$ cat src/rtl/trig_seq_pkg.sv
package trig_seq_pkg;
  localparam int NUM_CH  = 3;
  localparam int NUM_SEQ = 3;
  localparam int STATE_W = 3;
  localparam int FLAG_W  = NUM_CH + 1;
  localparam int CFG_W   = NUM_SEQ * NUM_CH * STATE_W;

  typedef enum logic [STATE_W-1:0] {
    ST_IDLE  = 3'd0,
    ST_ONE   = 3'd1,
    ST_TWO   = 3'd2,
    ST_THREE = 3'd3,
    ST_FINAL = 3'd4
  } seqState_t;

  typedef struct packed {
    logic              clrFlags;
    logic [FLAG_W-1:0] setFlags;
  } ctrlStrobe_t;
endpackage

$ cat src/rtl/trig_seq_dp.sv
module trig_seq_dp
  import trig_seq_pkg::*;
#(
  parameter int FORCE_DELAY = 3,
  parameter int TAG_DEPTH   = 4
) (
  input  logic              clk,
  input  logic              rstN,
  input  logic [NUM_CH-1:0] addrMatch,
  input  logic [NUM_CH-1:0] tagMode,
  input  logic              fetchValid,
  input  logic              execValid,
  input  logic              flush,
  input  ctrlStrobe_t       strobe,
  output logic [NUM_CH-1:0] chanHit,
  output logic [FLAG_W-1:0] flags
);
  localparam int PTR_W = (TAG_DEPTH > 1) ? $clog2(TAG_DEPTH) : 1;
  localparam int CNT_W = $clog2(TAG_DEPTH + 1);

  // forced-match delay line
  logic [NUM_CH-1:0] pipeQ [FORCE_DELAY];

  always_ff @(posedge clk) begin
    if (!rstN) begin
      for (int i = 0; i < FORCE_DELAY; i++) pipeQ[i] <= '0;
    end else begin
      pipeQ[0] <= addrMatch & ~tagMode;
      for (int i = 1; i < FORCE_DELAY; i++) pipeQ[i] <= pipeQ[i-1];
    end
  end

  // tag FIFO in fetch order
  logic [NUM_CH-1:0] tagMem [TAG_DEPTH];
  logic [PTR_W-1:0]  rdPtr, wrPtr;
  logic [CNT_W-1:0]  tagCount;
  logic              popEn, pushEn;
  logic [NUM_CH-1:0] tagHit;

  function automatic logic [PTR_W-1:0] bump(input logic [PTR_W-1:0] p);
    return (p == PTR_W'(TAG_DEPTH - 1)) ? '0 : p + 1'b1;
  endfunction

  assign popEn  = execValid && !flush && (tagCount != '0);
  assign pushEn = fetchValid && !flush && ((tagCount != CNT_W'(TAG_DEPTH)) || popEn);
  assign tagHit = popEn ? tagMem[rdPtr] : '0;

  always_ff @(posedge clk) begin
    if (pushEn) tagMem[wrPtr] <= addrMatch & tagMode;
  end

  always_ff @(posedge clk) begin
    if (!rstN || flush) begin
      rdPtr    <= '0;
      wrPtr    <= '0;
      tagCount <= '0;
    end else begin
      if (pushEn) wrPtr <= bump(wrPtr);
      if (popEn)  rdPtr <= bump(rdPtr);
      case ({pushEn, popEn})
        2'b10:   tagCount <= tagCount + 1'b1;
        2'b01:   tagCount <= tagCount - 1'b1;
        default: tagCount <= tagCount;
      endcase
    end
  end

  assign chanHit = pipeQ[FORCE_DELAY-1] | tagHit;

  // status flags
  always_ff @(posedge clk) begin
    if (!rstN) flags <= '0;
    else       flags <= (strobe.clrFlags ? '0 : flags) | strobe.setFlags;
  end

  assert_flush_empties_R5: assert property (@(posedge clk) disable iff (!rstN)
    flush |=> (tagCount == '0));
  assert_count_bound_R4: assert property (@(posedge clk) disable iff (!rstN)
    tagCount <= CNT_W'(TAG_DEPTH));
  assert_flags_cleared_R8: assert property (@(posedge clk) disable iff (!rstN)
    strobe.clrFlags |=> ((flags & ~$past(strobe.setFlags)) == '0));
endmodule

$ cat src/rtl/trig_seq_ctrl.sv
module trig_seq_ctrl
  import trig_seq_pkg::*;
(
  input  logic              clk,
  input  logic              rstN,
  input  logic              regWrite,
  input  logic              regArm,
  input  logic              regTrig,
  input  logic              endAlign,
  input  logic [CFG_W-1:0]  nextCfg,
  input  logic [NUM_CH-1:0] chanHit,
  output seqState_t         stateQ,
  output ctrlStrobe_t       strobe,
  output logic              brkReq
);
  logic                 armed, trigFire, anyWin;
  logic [STATE_W-1:0]   tgt [NUM_CH];
  logic [NUM_CH-1:0]    valid, finalHit;
  int                   selIdx, winIdx;
  seqState_t            stateD;
  logic                 brkD;

  assign armed    = (stateQ != ST_IDLE) && (stateQ != ST_FINAL);
  assign trigFire = regWrite && regTrig && (regArm || stateQ != ST_IDLE);
  assign selIdx   = armed ? int'(stateQ) - 1 : 0;

  always_comb begin
    for (int c = 0; c < NUM_CH; c++) begin
      tgt[c]      = armed ? nextCfg[(selIdx*NUM_CH + c)*STATE_W +: STATE_W] : '0;
      valid[c]    = chanHit[c] && (tgt[c] >= ST_ONE) && (tgt[c] <= ST_FINAL);
      finalHit[c] = valid[c] && (tgt[c] == ST_FINAL);
    end
  end

  // priority: final-bound channel first, then lowest channel number
  always_comb begin
    winIdx = 0;
    for (int c = NUM_CH - 1; c >= 0; c--) if (valid[c])    winIdx = c;
    for (int c = NUM_CH - 1; c >= 0; c--) if (finalHit[c]) winIdx = c;
  end
  assign anyWin = |valid;

  always_comb begin
    stateD = stateQ;
    brkD   = 1'b0;
    strobe = '0;
    if (regWrite && regArm) begin
      stateD          = ST_ONE;
      strobe.clrFlags = 1'b1;
    end else if (regWrite && !regTrig) begin
      stateD = ST_IDLE;
    end
    if (trigFire) begin
      strobe.setFlags[NUM_CH] = 1'b1;
      if (endAlign) begin
        stateD = ST_IDLE;
        brkD   = 1'b1;
      end else begin
        stateD = ST_FINAL;
      end
    end else if (!regWrite && anyWin) begin
      strobe.setFlags[winIdx] = 1'b1;
      if (tgt[winIdx] == ST_FINAL && endAlign) begin
        stateD = ST_IDLE;
        brkD   = 1'b1;
      end else begin
        stateD = seqState_t'(tgt[winIdx]);
      end
    end
  end

  always_ff @(posedge clk) begin
    if (!rstN) begin
      stateQ <= ST_IDLE;
      brkReq <= 1'b0;
    end else begin
      stateQ <= stateD;
      brkReq <= brkD;
    end
  end

  assert_idle_hold_R6: assert property (@(posedge clk) disable iff (!rstN)
    (stateQ == ST_IDLE && !regWrite) |=> (stateQ == ST_IDLE));
  assert_final_hold_R10: assert property (@(posedge clk) disable iff (!rstN)
    (stateQ == ST_FINAL && !regWrite) |=> (stateQ == ST_FINAL));
  assert_brk_disarmed_R11: assert property (@(posedge clk) disable iff (!rstN)
    brkReq |-> (stateQ == ST_IDLE));
  assert_single_source_R9: assert property (@(posedge clk) disable iff (!rstN)
    $countones(strobe.setFlags) <= 1);
  assert_arm_enters_one_R2: assert property (@(posedge clk) disable iff (!rstN)
    (regWrite && regArm && !regTrig) |=> (stateQ == ST_ONE));
endmodule

$ cat src/rtl/trig_seq.sv
module trig_seq
  import trig_seq_pkg::*;
#(
  parameter int FORCE_DELAY = 3,
  parameter int TAG_DEPTH   = 4
) (
  input  logic              clk,
  input  logic              rstN,
  input  logic              regWrite,
  input  logic              regArm,
  input  logic              regTrig,
  input  logic              endAlign,
  input  logic [NUM_CH-1:0] tagMode,
  input  logic [CFG_W-1:0]  nextCfg,
  input  logic [NUM_CH-1:0] addrMatch,
  input  logic              fetchValid,
  input  logic              execValid,
  input  logic              flush,
  output logic [STATE_W-1:0] seqState,
  output logic [FLAG_W-1:0] statusFlags,
  output logic              traceActive,
  output logic              brkReq
);
  ctrlStrobe_t       strobe;
  logic [NUM_CH-1:0] chanHit;
  seqState_t         stateQ;

  trig_seq_dp #(.FORCE_DELAY(FORCE_DELAY), .TAG_DEPTH(TAG_DEPTH)) u_dp (
    .clk(clk), .rstN(rstN), .addrMatch(addrMatch), .tagMode(tagMode),
    .fetchValid(fetchValid), .execValid(execValid), .flush(flush),
    .strobe(strobe), .chanHit(chanHit), .flags(statusFlags)
  );

  trig_seq_ctrl u_ctrl (
    .clk(clk), .rstN(rstN), .regWrite(regWrite), .regArm(regArm),
    .regTrig(regTrig), .endAlign(endAlign), .nextCfg(nextCfg),
    .chanHit(chanHit), .stateQ(stateQ), .strobe(strobe), .brkReq(brkReq)
  );

  assign seqState    = stateQ;
  assign traceActive = (stateQ == ST_FINAL);
endmodule

$ cat config.mk
export PLATFORM = sky130hd
export DESIGN_NAME = trig_seq
export DESIGN_NICKNAME = d
export VERILOG_FILES = /design/src/rtl/trig_seq_pkg.sv /design/src/rtl/trig_seq_dp.sv /design/src/rtl/trig_seq_ctrl.sv /design/src/rtl/trig_seq.sv
export SDC_FILE = /design/constraint.sdc
export NUM_CORES = 1
export LEC_CHECK = 0
export ABC_CLOCK_PERIOD_IN_PS = 18720
export BUFFER_PORTS_ARGS = -buffer_cell sky130_fd_sc_hd__buf_2
export CAP_MARGIN = 20
export CORE_MARGIN = 3
export CORE_UTILIZATION = 50
export DETAILED_ROUTE_END_ITERATION = 10
export PLACE_DENSITY = 0.69
export REMOVE_ABC_BUFFERS = 1
export SLEW_MARGIN = 20
export SYNTH_ARGS = -nofsm -noshare
export SYNTH_HDL_FRONTEND = slang
export SYNTH_HIERARCHICAL = 1
export SYNTH_SLANG_ARGS = --single-unit
$ cat constraint.sdc
create_clock -name clk -period 18.72 [get_ports clk]
set_input_delay 1.872 -clock clk [delete_from_list [all_inputs] [get_ports clk]]
set_output_delay 1.872 -clock clk [all_outputs]
set_load 0.03 [all_outputs]
# Yosys cells after proc, flatten, opt, wreduce, memory -nomap -nowiden
# Memory sizes are Yosys's and may differ from the RTL's. A register that Yosys moved wholly into a read port is not among the register bits.
# Index checks and enable logic that the tools add are counted.
# word_totals
word_cells	127
ram_bits	21
output_inout_bits	9
n_memories	2
ff_bits	15
input_bits	42
# classes
bitwise_logic	9
n_mux	43
n_lt_le_gt_ge	9
mul	4
n_shift	3
n_reduce_logical	33
addsub	7
n_eq_ne	11
# memory_table
memory	depth	word_bits	read_ports	rd_ports_with_merged_regs	wr	line_no	text
u_dp.tagMem	4	3	1	1	1	trig_seq_dp.sv:34	logic [NUM_CH-1:0] tagMem [TAG_DEPTH];
u_dp.pipeQ	3	3	3	0	3	trig_seq_dp.sv:22	logic [NUM_CH-1:0] pipeQ [FORCE_DELAY];
# op_table
op	n
$mul A32 B3 Y32 const B	4
$shiftx A27 B32 Y3	3
$mux W3	16
$add A32 B2 Y32 const B	1
$add A32 B3 Y32 const B	1
$ge A32 B3 Y1 const B	1
$mux W32	1
$not A2 Y32	1
$logic_and A1 B1 Y1	21
$mux W2	10
$eq A3 B3 Y1 const B	5
$mux W1	11
$ge A3 B1 Y1 const B	3
$le A3 B3 Y1 const B	3
$mux W4	2
$and A3 B3 Y3	2
$bmux W3 S2	1
$eq A2 B2 Y1 const B	3
$ne A3 B3 Y1 const B	2
$pmux W3 S2	1
$reduce_bool A3 Y1	2
$add A2 B1 Y2 const B	2
$logic_not A1 Y1	4
$or A4 B4 Y4	1
other kinds (14)	18

# Depth between registers and ports, before layout
# logic_depth
ltp_word	26
ltp_mapped	33
depth_no_buf	27

# Hierarchy
# Netlist, hierarchy kept.
# by_module_without_submodules
mod	cells_per_inst	area_per_inst_um2	instances	seq_area_each_um2
trig_seq_ctrl	500	3896.2	1	80.1
trig_seq_dp	111	1443.9	1	800.8
trig_seq	1	12.5	1	0.0

# Least setup slack after synthesis
# No wires, ideal clock.
# synth_timing
path_type	register -> register
startpoint	register u_ctrl.stateQ[0]
endpoint	register u_ctrl.brkReq
path_stages_with_launch	31
slack_ns	11.496
required_time_ns	18.662
path_buffers	7
setup_time_ns	0.058
arrival_time_ns	7.166
period_less_slack_ns	7.224
cell_sequence	dfxtp_1 > buf_6 > buf_2 > inv_1 > ha_1 > ha_1 > nor3_4 > buf_6 > buf_6 > buf_4 > ha_1 > clkinv_1 > clkbuf_1 > clkbuf_1 > ha_1 > nand2_1 > xnor2_1 > ha_1 > fa_1 > a21o_1 > a21oi_2 > xnor3_2 > a21oi_1 > o311ai_1 > a211oi_2 > o31ai_2 > o211ai_1 > nor3b_4 > a221oi_2 > a2111oi_0 > o21a_1
# synth_between
elab_chain_len	26
elab_cells_between_ends	54
cone_classes	add/sub: 3; mul: 4; order compare: 6; eq/ne: 5; shift: 3; mux: 16; bitwise: 1; reduce/logical: 16
# synth_rtl
element	line_no	text
start, declared	trig_seq_ctrl.sv:12	output seqState_t stateQ,
start signal, assigned	trig_seq_ctrl.sv:77	stateQ <= stateD;
branches (longest 25 deep; another with $mul A32 B3 Y32)	-	
$mux W1 (*)	trig_seq_ctrl.sv:53	if (trigFire) begin
end signal, assigned	trig_seq_ctrl.sv:78	brkReq <= brkD;
end, declared	trig_seq_ctrl.sv:14	output logic brkReq
# Every way passes the cells marked *. The select of a mux whose other input is x is not followed.
# A chain may end at the register's enable or synchronous reset.

# Worst setup path after layout
# Same ends and word-level chain as after synthesis.

==> results_dict.tcl <==
set metrics [dict create \
    power.total_uw 340 \
    drc_errors 0 \
    first_iter_violations 665 \
    grt_usage_pct 27.9 \
    vias 5311 \
    rr_startpoint "u_ctrl/stateQ[0]" \
    pwr_density_cell_nw_per_um2 59.9 \
    wl_per_cell_um 21.6 \
    clkTransAtPathRegs_ns 0.07 \
    rows 37 \
    finalSetupTns_ns 0 \
    reg2reg_depth 28 \
    relSlewSlack_pct 49.7 \
    core-area_um2 10400 \
    multi_input_area_um2 4140 \
    cts_sinks 38 \
    wl_met1_um 6880 \
    seqPwrFrac_pct 26.1 \
    synth_top_area_cell "dfxtp_1" \
    critical_path_class "flip-flop to flip-flop" \
    synth_area_leaders "dfxtp_1 9.7%, ha_1 8.6%, mux4_2 8.0%, edfxtp_1 6.7%, mux2i_1 4.3%" \
    die_h_um 109 \
    final.setup_skew_ns 0.00435 \
    dp.final_hpwl_um 12700 \
    dr.max_layer_used "met4" \
    port_buffers 50 \
    cpPeakStageDelay_ns 0.74 \
    swShare_pct 45.3 \
    finalSetupViolations 0 \
    dr.pass1.iters 6 \
    area_delta_synth_final_pct 5.87 \
    nets 721 \
    wl_met2_um 7560 \
    yosysWarnings 6 \
    ff2ff_setup_slack_ns 10.19 \
    cp_slowest_cell "dfxtp_1" \
    fmax_mhz 117 \
    postSynthCellCount 612 \
    crit_top_cell "ha_1" \
    peakVddDrop_mv 0.0548 \
    ys_ff_latch 38 \
    p_int_uw 186 \
    io-pin-count 51 \
    ctsHoldBuffers 0 \
    endpoint_kind "flip-flop" \
    clock_power_share_pct 15.8 \
    finalCritPeriodShare_pct 45.6 \
    final-seq-area_um2 881 \
    viasPerCell 6.84 \
    grt_pass1_vias 4917 \
    drv_cap 0 \
    ant_nets 0 \
    slew_viol_final 0 \
    antenna_found_initial 0 \
    cp_max_fo 55 \
    drive_above_1_share_pct 18.4 \
    yosysTopAreaCellShare_pct 9.72 \
    cts_buffers 5 \
    cts_buffer_depth 2 \
    wl_met3_um 1770 \
    mostFrequentLayoutCells "50 x buf_2, 48 x nor2_1, 47 x nand2_1" \
    worstPathArrival_ns 8.77 \
    ys_types 94 \
    final_common_cell "buf_2" \
    power_frac_comb_pct 58.1 \
    antenna_cells 0 \
    cp-startpoint "u_ctrl/stateQ[0]" \
    die_area_um2 12000 \
    initial_core_util_pct 51.6 \
    synth_seq_area_share_pct 16.5 \
    r2r_end "u_ctrl/brkReq" \
    grt_pass1_wl_um 26100 \
    p_switching_uw 154 \
    cp-start-kind "flip-flop" \
    n_fill_cell 993 \
    fin_crit_ns 8.53 \
    ctsRootBufferMaster "clkbuf_8" \
    die_width_um 109 \
    synth-edff-count 12 \
    gp_congestion 0.976 \
    cts_resized 0 \
    ys.flop_type "dfxtp_1" \
    synthesis.area_um2 5350 \
    tightest_slew_ns 0.745 \
    critPathRequiredTime_ns 18.95 \
    endpoint "u_ctrl/brkReq" \
    leakagePower_nw 2.34 \
    cts_tree "yes" \
    syn_area_per_cell_um2 8.75 \
    worstHoldPathType "flip-flop to flip-flop" \
    cts-htree-levels 2 \
    rsz0062_at_grt "false" \
    clock_latency_ns 0.29 \
    overflow 0 \
    grt_max_degree 59 \
    worst_hold_slack_ns 0.432 \
    finalHoldViolations 0 \
    status "finished, final reports clean" \
    routed_wl_um 16800 \
    post_cts_buffers 0 \
    async_flop_share_pct 0 \
]
## critical path, delay by kind of cell (launching register included)
| family | cells | cell delay (ns) |
|---|---|---|
| XOR/XNOR | 3 | 1.08 |
| adder cells (fa/ha/maj) | 7 | 2.17 |
| AO/OA/AOI/OAI | 8 | 1.98 |
| flip-flops | 1 | 0.74 |
| AND/OR/NAND/NOR | 6 | 1.40 |
| buffers and inverters | 4 | 1.06 |
## routing by layer
metal,vias up,GRT usage [%]
met1,2517,37.9
met5,-,0
met2,340,43.8
li1,2409,-
met3,45,6.40
met4,0,9.17
## synthesized netlist by cell type (all sizes together), types with 5 or more instances
master / instances
xnor2: 20
nand4: 12
o21a: 11
nor2b: 5
nand3: 21
clkbuf: 14
o31ai: 14
o211ai: 12
o21ai: 22
and2: 24
nand2b: 10
nand2: 48
a21o: 9
nor3b: 5
dfxtp: 26
a211oi: 8
a22oi: 6
nor4b: 6
a32oi: 6
nor3: 18
xor2: 7
edfxtp: 12
mux2i: 24
o221ai: 5
nor2: 48
a21oi: 31
ha: 37
inv: 30
or3: 5
o311ai: 6
buf: 19
mux4: 20
## logic make-up after synthesis
kind of cell | Yosys count | synth area share [%]
mux | 45 | 13.3
xor+xnor | 30 | 5.70
simple gates | 219 | 22.7
flops | 38 | 16.5
fa+ha+maj | 40 | 9.77
compound gates | 176 | 25.9
buf+inv | 64 | 6.26
## sequential cells by signal, indices dropped and copies added (netlist names), named ones only
name and flops:
u_ctrl/brkReq 1, u_dp/rdPtr 2, u_ctrl/stateQ 3, u_dp/pipeQ 9, u_dp/flags 4, u_dp/tagCount 3, u_dp/wrPtr 2, u_dp/tagMem 12
## worst min path at each step
stage,start,endpoint,slack (ns),cells past startpoint
after detailed placement,u_dp/pipeQ[0][2],u_dp/pipeQ[0][5],0.42,1
after CTS,u_dp/pipeQ[0][3],u_dp/pipeQ[0][6],0.43,1
final,u_dp/pipeQ[0][3],u_dp/pipeQ[0][6],0.43,1
after global placement,u_dp/pipeQ[0][5],u_dp/pipeQ[0][8],0.41,1
after global routing,u_dp/pipeQ[0][5],u_dp/pipeQ[0][8],0.44,1
after floorplan,u_dp/pipeQ[0][0],u_dp/pipeQ[0][3],0.41,1
## stage by stage
step	utilization (%)	setup slack, ns	cell area [µm²]	std cells
floorplan	-	9.20	5140	579
global placement	53.8	10.77	5580	768
detailed placement	53.8	10.32	5580	768
CTS	54.6	10.30	5670	776
global route	54.6	9.58	5670	776
finish	54.6	10.19	5670	776
## final cells by class
class	count	area share, %
Inverter	31	2.10
Clock inverter	3	0.287
Multi-Input combinational cell	510	73.0
Tap cell	136	3.00
Sequential cell	38	15.5
Clock buffer	5	1.21
Timing Repair Buffer	53	4.81
## power groups by stage
stage / combinational, mW / clock, mW / sequential (mW)
3_5_place_dp: 0.190 / 0 / 0.0903
2_1_floorplan: 0.137 / 0 / 0.0907
3_3_place_gp: 0.188 / 0 / 0.0902
4_1_cts: 0.191 / 0.0557 / 0.0885
5_1_grt: 0.212 / 0.0585 / 0.0888
6_report: 0.197 / 0.0537 / 0.0885
Note: power is estimated with default switching activity, not from simulation.
